### config.mk
export PLATFORM = sky130hd
export DESIGN_NAME = usb_split_chan
export DESIGN_NICKNAME = d
export VERILOG_FILES = /design/src/rtl/split_chan_pkg.sv /design/src/rtl/split_chan_qual.sv /design/src/rtl/split_chan_wbuf.sv /design/src/rtl/usb_split_chan.sv
export SDC_FILE = /design/constraint.sdc
export NUM_CORES = 1
export LEC_CHECK = 0
export BUFFER_PORTS_ARGS = -buffer_cell sky130_fd_sc_hd__buf_4
export CAP_MARGIN = 25
export CORE_ASPECT_RATIO = 0.7
export CORE_MARGIN = 4
export CORE_UTILIZATION = 52
export CTS_CLUSTER_SIZE = 20
export DETAILED_ROUTE_END_ITERATION = 6
export PLACE_DENSITY = 0.78
export SKIP_LAST_GASP = 1
export SLEW_MARGIN = 0
export SYNTH_ARGS = -nofsm -noshare
export SYNTH_HDL_FRONTEND = slang
export SYNTH_SLANG_ARGS = --single-unit
### constraint.sdc
create_clock -name clk -period 2.7 [get_ports clk]
set_input_delay 0.54 -clock clk [delete_from_list [all_inputs] [get_ports clk]]
set_output_delay 0.54 -clock clk [all_outputs]
set_load 0.05 [all_outputs]
### src/rtl/split_chan_pkg.sv
package split_chan_pkg;

    typedef enum logic [2:0] {
        CH_IDLE    = 3'd0,
        CH_ARB     = 3'd1,
        CH_WAIT_UF = 3'd2,
        CH_TOKEN   = 3'd3,
        CH_DATA_RX = 3'd4,
        CH_DATA_TX = 3'd5,
        CH_DMA_WR  = 3'd6,
        CH_HALT    = 3'd7
    } ch_state_e;

endpackage

### src/rtl/split_chan_qual.sv
module split_chan_qual #(
    parameter int MPS_W = 8
) (
    input  logic             uframe_stb,
    input  logic             uframe_odd,
    input  logic             want_odd,
    input  logic [MPS_W-1:0] word_cnt,
    input  logic [MPS_W-1:0] word_max,
    output logic             frame_hit,
    output logic             at_limit
);
    // launch point: a micro-frame start of the wanted parity
    assign frame_hit = uframe_stb && (uframe_odd == want_odd);
    // a further word would exceed the programmed packet size
    assign at_limit  = (word_cnt == word_max);
endmodule

### src/rtl/split_chan_wbuf.sv
module split_chan_wbuf #(
    parameter int AW = 32,
    parameter int DW = 32
) (
    input  logic          clk,
    input  logic          rst_n,
    input  logic          load_base,
    input  logic [AW-1:0] base,
    input  logic          push,
    input  logic [DW-1:0] push_data,
    output logic          can_push,
    output logic          mem_valid,
    input  logic          mem_ready,
    output logic [AW-1:0] mem_addr,
    output logic [DW-1:0] mem_data
);
    localparam logic [AW-1:0] STEP = AW'(DW / 8);

    typedef struct packed {
        logic          valid;
        logic [AW-1:0] addr;
        logic [DW-1:0] data;
        logic [AW-1:0] nxt;
    } wb_t;

    wb_t wb_d, wb_q;

    always_comb begin
        wb_d = wb_q;
        if (wb_q.valid && mem_ready) begin
            wb_d.valid = 1'b0;
        end
        if (load_base) begin
            wb_d.nxt = base;
        end
        if (push) begin
            wb_d.valid = 1'b1;
            wb_d.addr  = wb_q.nxt;
            wb_d.data  = push_data;
            wb_d.nxt   = wb_q.nxt + STEP;
        end
    end

    always_ff @(posedge clk or negedge rst_n) begin
        if (!rst_n) begin
            wb_q <= '0;
        end else begin
            wb_q <= wb_d;
        end
    end

    assign can_push  = !wb_q.valid || mem_ready;
    assign mem_valid = wb_q.valid;
    assign mem_addr  = wb_q.addr;
    assign mem_data  = wb_q.data;
endmodule

### src/rtl/usb_split_chan.sv
module usb_split_chan
    import split_chan_pkg::*;
#(
    parameter int AW    = 32,
    parameter int DW    = 32,
    parameter int MPS_W = 8
) (
    input  logic             clk,
    input  logic             rst_n,
    input  logic             ch_en,
    input  logic             ch_disable,
    input  logic             irq_clr,
    input  logic             cfg_dir_in,
    input  logic             cfg_cplt,
    input  logic             cfg_odd_sel,
    input  logic [MPS_W-1:0] cfg_mps,
    input  logic [AW-1:0]    cfg_base,
    output logic             arb_req,
    input  logic             arb_gnt,
    output logic             rq_push,
    input  logic             uframe_stb,
    input  logic             uframe_odd,
    output logic             tok_req,
    output logic             tok_in,
    output logic             tok_cplt,
    input  logic             tok_done,
    output logic             tx_req,
    input  logic             tx_done,
    input  logic             rx_valid,
    input  logic [DW-1:0]    rx_data,
    input  logic             rx_last,
    output logic             rx_ready,
    output logic             mem_valid,
    input  logic             mem_ready,
    output logic [AW-1:0]    mem_addr,
    output logic [DW-1:0]    mem_data,
    output logic             halt_irq,
    output logic             babble_err
);
    typedef struct packed {
        ch_state_e        st;
        logic             dir_in;
        logic             cplt;
        logic             odd_sel;
        logic [MPS_W-1:0] mps;
        logic [MPS_W-1:0] cnt;
        logic             irq;
        logic             babble;
    } ch_t;

    ch_t  q, d;
    logic frame_hit, at_limit, can_push;
    logic load_base, push, set_irq;

    split_chan_qual #(.MPS_W(MPS_W)) u_qual (
        .uframe_stb (uframe_stb),
        .uframe_odd (uframe_odd),
        .want_odd   (q.odd_sel),
        .word_cnt   (q.cnt),
        .word_max   (q.mps),
        .frame_hit  (frame_hit),
        .at_limit   (at_limit)
    );

    split_chan_wbuf #(.AW(AW), .DW(DW)) u_wbuf (
        .clk       (clk),
        .rst_n     (rst_n),
        .load_base (load_base),
        .base      (cfg_base),
        .push      (push),
        .push_data (rx_data),
        .can_push  (can_push),
        .mem_valid (mem_valid),
        .mem_ready (mem_ready),
        .mem_addr  (mem_addr),
        .mem_data  (mem_data)
    );

    assign rx_ready = (q.st == CH_DATA_RX) && can_push;

    always_comb begin
        d         = q;
        load_base = 1'b0;
        push      = 1'b0;
        set_irq   = 1'b0;
        if (ch_disable) begin
            d.st    = CH_HALT;
            set_irq = 1'b1;
        end else begin
            unique case (q.st)
                CH_IDLE, CH_HALT: begin
                    if (ch_en) begin
                        d.st      = CH_ARB;
                        d.dir_in  = cfg_dir_in;
                        d.cplt    = cfg_cplt;
                        d.odd_sel = cfg_odd_sel;
                        d.mps     = cfg_mps;
                        d.cnt     = '0;
                        d.babble  = 1'b0;
                        load_base = 1'b1;
                    end
                end
                CH_ARB: begin
                    if (arb_gnt) d.st = CH_WAIT_UF;
                end
                CH_WAIT_UF: begin
                    if (frame_hit) d.st = CH_TOKEN;
                end
                CH_TOKEN: begin
                    if (tok_done) begin
                        if (q.dir_in && q.cplt) begin
                            d.st = CH_DATA_RX;
                        end else if (!q.dir_in && !q.cplt) begin
                            d.st = CH_DATA_TX;
                        end else begin
                            d.st    = CH_HALT;
                            set_irq = 1'b1;
                        end
                    end
                end
                CH_DATA_TX: begin
                    if (tx_done) begin
                        d.st    = CH_HALT;
                        set_irq = 1'b1;
                    end
                end
                CH_DATA_RX: begin
                    if (rx_valid && rx_ready) begin
                        if (at_limit) begin
                            d.babble = 1'b1;
                            d.st     = CH_HALT;
                            set_irq  = 1'b1;
                        end else begin
                            push  = 1'b1;
                            d.cnt = q.cnt + 1'b1;
                            if (rx_last) d.st = CH_DMA_WR;
                        end
                    end
                end
                CH_DMA_WR: begin
                    if (!mem_valid || mem_ready) begin
                        d.st    = CH_HALT;
                        set_irq = 1'b1;
                    end
                end
                default: d.st = CH_IDLE;
            endcase
        end
        if (set_irq) begin
            d.irq = 1'b1;
        end else if (irq_clr) begin
            d.irq = 1'b0;
        end
    end

    always_ff @(posedge clk or negedge rst_n) begin
        if (!rst_n) begin
            q <= '{st: CH_IDLE, default: '0};
        end else begin
            q <= d;
        end
    end

    assign arb_req    = (q.st == CH_ARB);
    assign rq_push    = (q.st == CH_ARB) && arb_gnt;
    assign tok_req    = (q.st == CH_TOKEN);
    assign tx_req     = (q.st == CH_DATA_TX);
    assign tok_in     = q.dir_in;
    assign tok_cplt   = q.cplt;
    assign halt_irq   = q.irq;
    assign babble_err = q.babble;
endmodule

==> impl_metrics.yaml <==
run_status:
  status: "complete, but fails checks"
  violations: "DRC"
logic_synthesis:
  synthCells: 732
  syn_area_per_cell_um2: 8.67
  synthArstFlopShare_pct: 100
  yosysTopAreaCellShare_pct: 47.7
  syn_nets: 823
  synth_area_leaders: "dfrtp_1 (48%), nand2_1 (15%), buf_4 (7.6%), o211ai_1 (2.1%), nand3_1 (1.8%)"
  synth_edf_count: 0
  ys_types: 54
  synthFlopType: "dfrtp_1"
  syn_area_um2: 6350
  synth.yosys.seq_area_share_pct: 47.7
  ys_seq_elements: 121
  synth_warnings: 0
  synth_area_leader_cell: "dfrtp_1"
power_and_ir_drop:
  powerDensity_nw_per_um2: 1200
  power.share.switching_pct: 45.1
  ir_drop_uv: 846
  intPower_w: 0.00521
  switchingPower_w: 0.00427
  p_seq_share_pct: 33.6
  p_comb_share_pct: 43.2
  power_w: 0.00948
  p_leak_nw: 3.95
  clock_power_share_pct: 23.2
job:
  drv_cap: 0
timing:
  setup_tns_ns: 0
  worstMarginPinSlew_ns: 0.819
  fmax_mhz: 403
  final_hold_viol_count: 0
  finClkSkew_ns: 0.00938
  slew_violations: 0
  setup_slack_ns: 0.216
  max-slew-margin-rel_pct: 45.2
  setup_violations: 0
  post-route-period-util_pct: 92.0
  rsz0062_at_grt: "false"
  fin_crit_ns: 2.48
detailed_routing:
  firstDrtPassIters: 7
  vias: 5621
  wirelength_um: 17300
  met3_length_um: 1590
  met1Wirelength_um: 7360
  drc: 2
  drtIter0Drc: 372
  highest-signal-layer: "met4"
  viasPerCell: 5.62
  wl_met2_um: 8170
  postRouteAntennaNets: 0
  wire_per_inst_um: 17.3
place:
  place_area_um2: 7310
  port_buffers: 161
  place_ws_ns: 0.239
  routabilityCongestion: 0.892
  hpwl_um: 12300
clocking:
  insertion_delay_ns: 0.42
  clock_sink_count: 121
  cts_resized: 0
  htree_num_levels: 4
  path_clk_slew_ns: 0.06
  clockBufferDepth: 2
  cts_setup_buffers: 0
  cts_tree: "done"
  numCtsBuffers: 17
  cts_hold_buf: 0
  clockRootBuffer: "clkbuf_16"
final_layout:
  fin_area_um2: 7890
  n_antenna_cell: 0
  syn2layout_area_growth_pct: 24.3
  drive_gt1_share_pct: 26.4
  layout_common_cells: "nand2_1 (261), buf_4 (182), dfrtp_1 (121)"
  layout_commonest_cell: "nand2_1"
  layout.nets: 922
floorplan:
  die-area_um2: 14100
  die_height_um: 100
  die_w_um: 140
  initial_core_util_pct: 53.8
  std_cell_rows: 33
  io_pins: 162
  design.core.area_um2: 11800
critical_path:
  cp_cell_sequence: "or3b_1 -> or4_1 -> a21oi_4 -> nand2_1 -> o311ai_1"
  cp.required_ns: 2.99
  max_stage_delay_ns: 0.68
  crit_arrival_ns: 2.77
  worst-path-buf-inv: 0
  path_class: "reg -> reg"
  crit_fanout: 9
  startpoint_type: "flop"
  path_delay_family: "simple AND/OR/NAND/NOR gates"
  critical_path.endpoint_type: "flop"
  cp_slowest_cell: "or4_1"
grt:
  grt_max_degree: 51
  grt_pass1_wl_um: 27800
  antenna_found_initial: 0
  grt.overflow.total: 0
  grt_usage_pct: 24.6
  grt_pass1_vias: 5551
hold_path:
  hp-class: "in -> async"
==> synth_stat cells (3+ instances only) <==
| library cell | instances |
|---|---|
| o31ai_1 | 5 |
| or4_1 | 9 |
| buf_2 | 6 |
| ha_1 | 3 |
| or3_1 | 7 |
| mux2i_1 | 7 |
| inv_1 | 12 |
| nor4_1 | 8 |
| buf_6 | 3 |
| nand2_1 | 261 |
| nand4_1 | 15 |
| buf_4 | 64 |
| a31oi_1 | 5 |
| and4_1 | 5 |
| o21ai_0 | 11 |
| a211o_1 | 9 |
| nand3_1 | 23 |
| dfrtp_1 | 121 |
| a221o_1 | 5 |
| and3_1 | 4 |
| o211ai_1 | 18 |
| xnor2_1 | 9 |
| nand2b_1 | 7 |
| clkbuf_1 | 29 |
| nor2_1 | 13 |
| nor3_1 | 12 |
| a21oi_1 | 9 |
| o311ai_0 | 11 |
| nor2b_1 | 5 |
| o21ai_1 | 3 |
==> cells by family (layout without fill, tap and decap cells) <==
family | count (synthesis) | count (layout) | synth area share, %
xor gates and xnor gates | 9 | 9 | 1.24
and+or+nand+nor | 375 | 375 | 26.2
DFF | 121 | 121 | 47.7
muxes | 8 | 8 | 1.28
buffers and inverters | 116 | 228 | 11.1
AOI/OAI and AO/OA | 100 | 100 | 11.9
adders and majority gates | 3 | 3 | 0.591
==> per-layer routing <==
| layer | GRT usage [%] | vias to the layer above |
|---|---|---|
| met1 | 33.0 | 2684 |
| met5 | 0 | - |
| li1 | - | 2646 |
| met3 | 7.48 | 26 |
| met4 | 5.58 | 0 |
| met2 | 39.9 | 265 |
==> through the flow <==
stage                     cells  util [%]  hold WS [ns]
after global placement      969      61.9         0.460
final                      1001      66.8         0.164
after detailed placement    969      61.9         0.463
after CTS                  1001      66.8         0.179
after global routing       1001      66.8         0.209
after floorplan             732         -         0.244
==> flip-flops by register name, summed over array words and instances (netlist names) <==
register          flops
u_wbuf.mem_data      32
u_wbuf.mem_addr      32
u_wbuf.mem_valid      1
u_wbuf.wb_q          32
q                    20
babble_err            1
tok_in                1
halt_irq              1
tok_cplt              1
==> area by class of cell <==
cell class,count,area [um2]
Fill cell,966,3920
Sequential cell,121,3030
Multi-Input combinational cell,495,2640
Timing Repair Buffer,184,1410
Clock buffer,22,484
Tap cell,157,196
Clock inverter,10,93.8
Inverter,12,45.0
==> power groups by stage <==
stage | combinational (W) | clock [W] | sequential [W]
2_1_floorplan | 0.00336 | 0 | 0.00307
3_3_place_gp | 0.00400 | 0 | 0.00314
3_5_place_dp | 0.00409 | 0 | 0.00318
4_1_cts | 0.00411 | 0.00222 | 0.00317
5_1_grt | 0.00437 | 0.00231 | 0.00329
6_report | 0.00409 | 0.00220 | 0.00318
==> path summary, 6_finish.rpt <==
check | start | end | slack [ns] | cells after the start
max reg2reg | q[22] | u_wbuf.wb_q[6] | 0.22 | 5
min reg2reg | u_wbuf.mem_addr[13] | u_wbuf.mem_addr[13] | 0.47 | 2
min | rst_n | u_wbuf.wb_q[18] | 0.16 | 1
max in group asynchronous | rst_n | u_wbuf.mem_addr[29] | 1.74 | 2
min in group clk | rx_data[7] | u_wbuf.mem_data[7] | 0.31 | 3
max | q[22] | u_wbuf.wb_q[6] | 0.22 | 5
(Power assumes the default switching activity.)
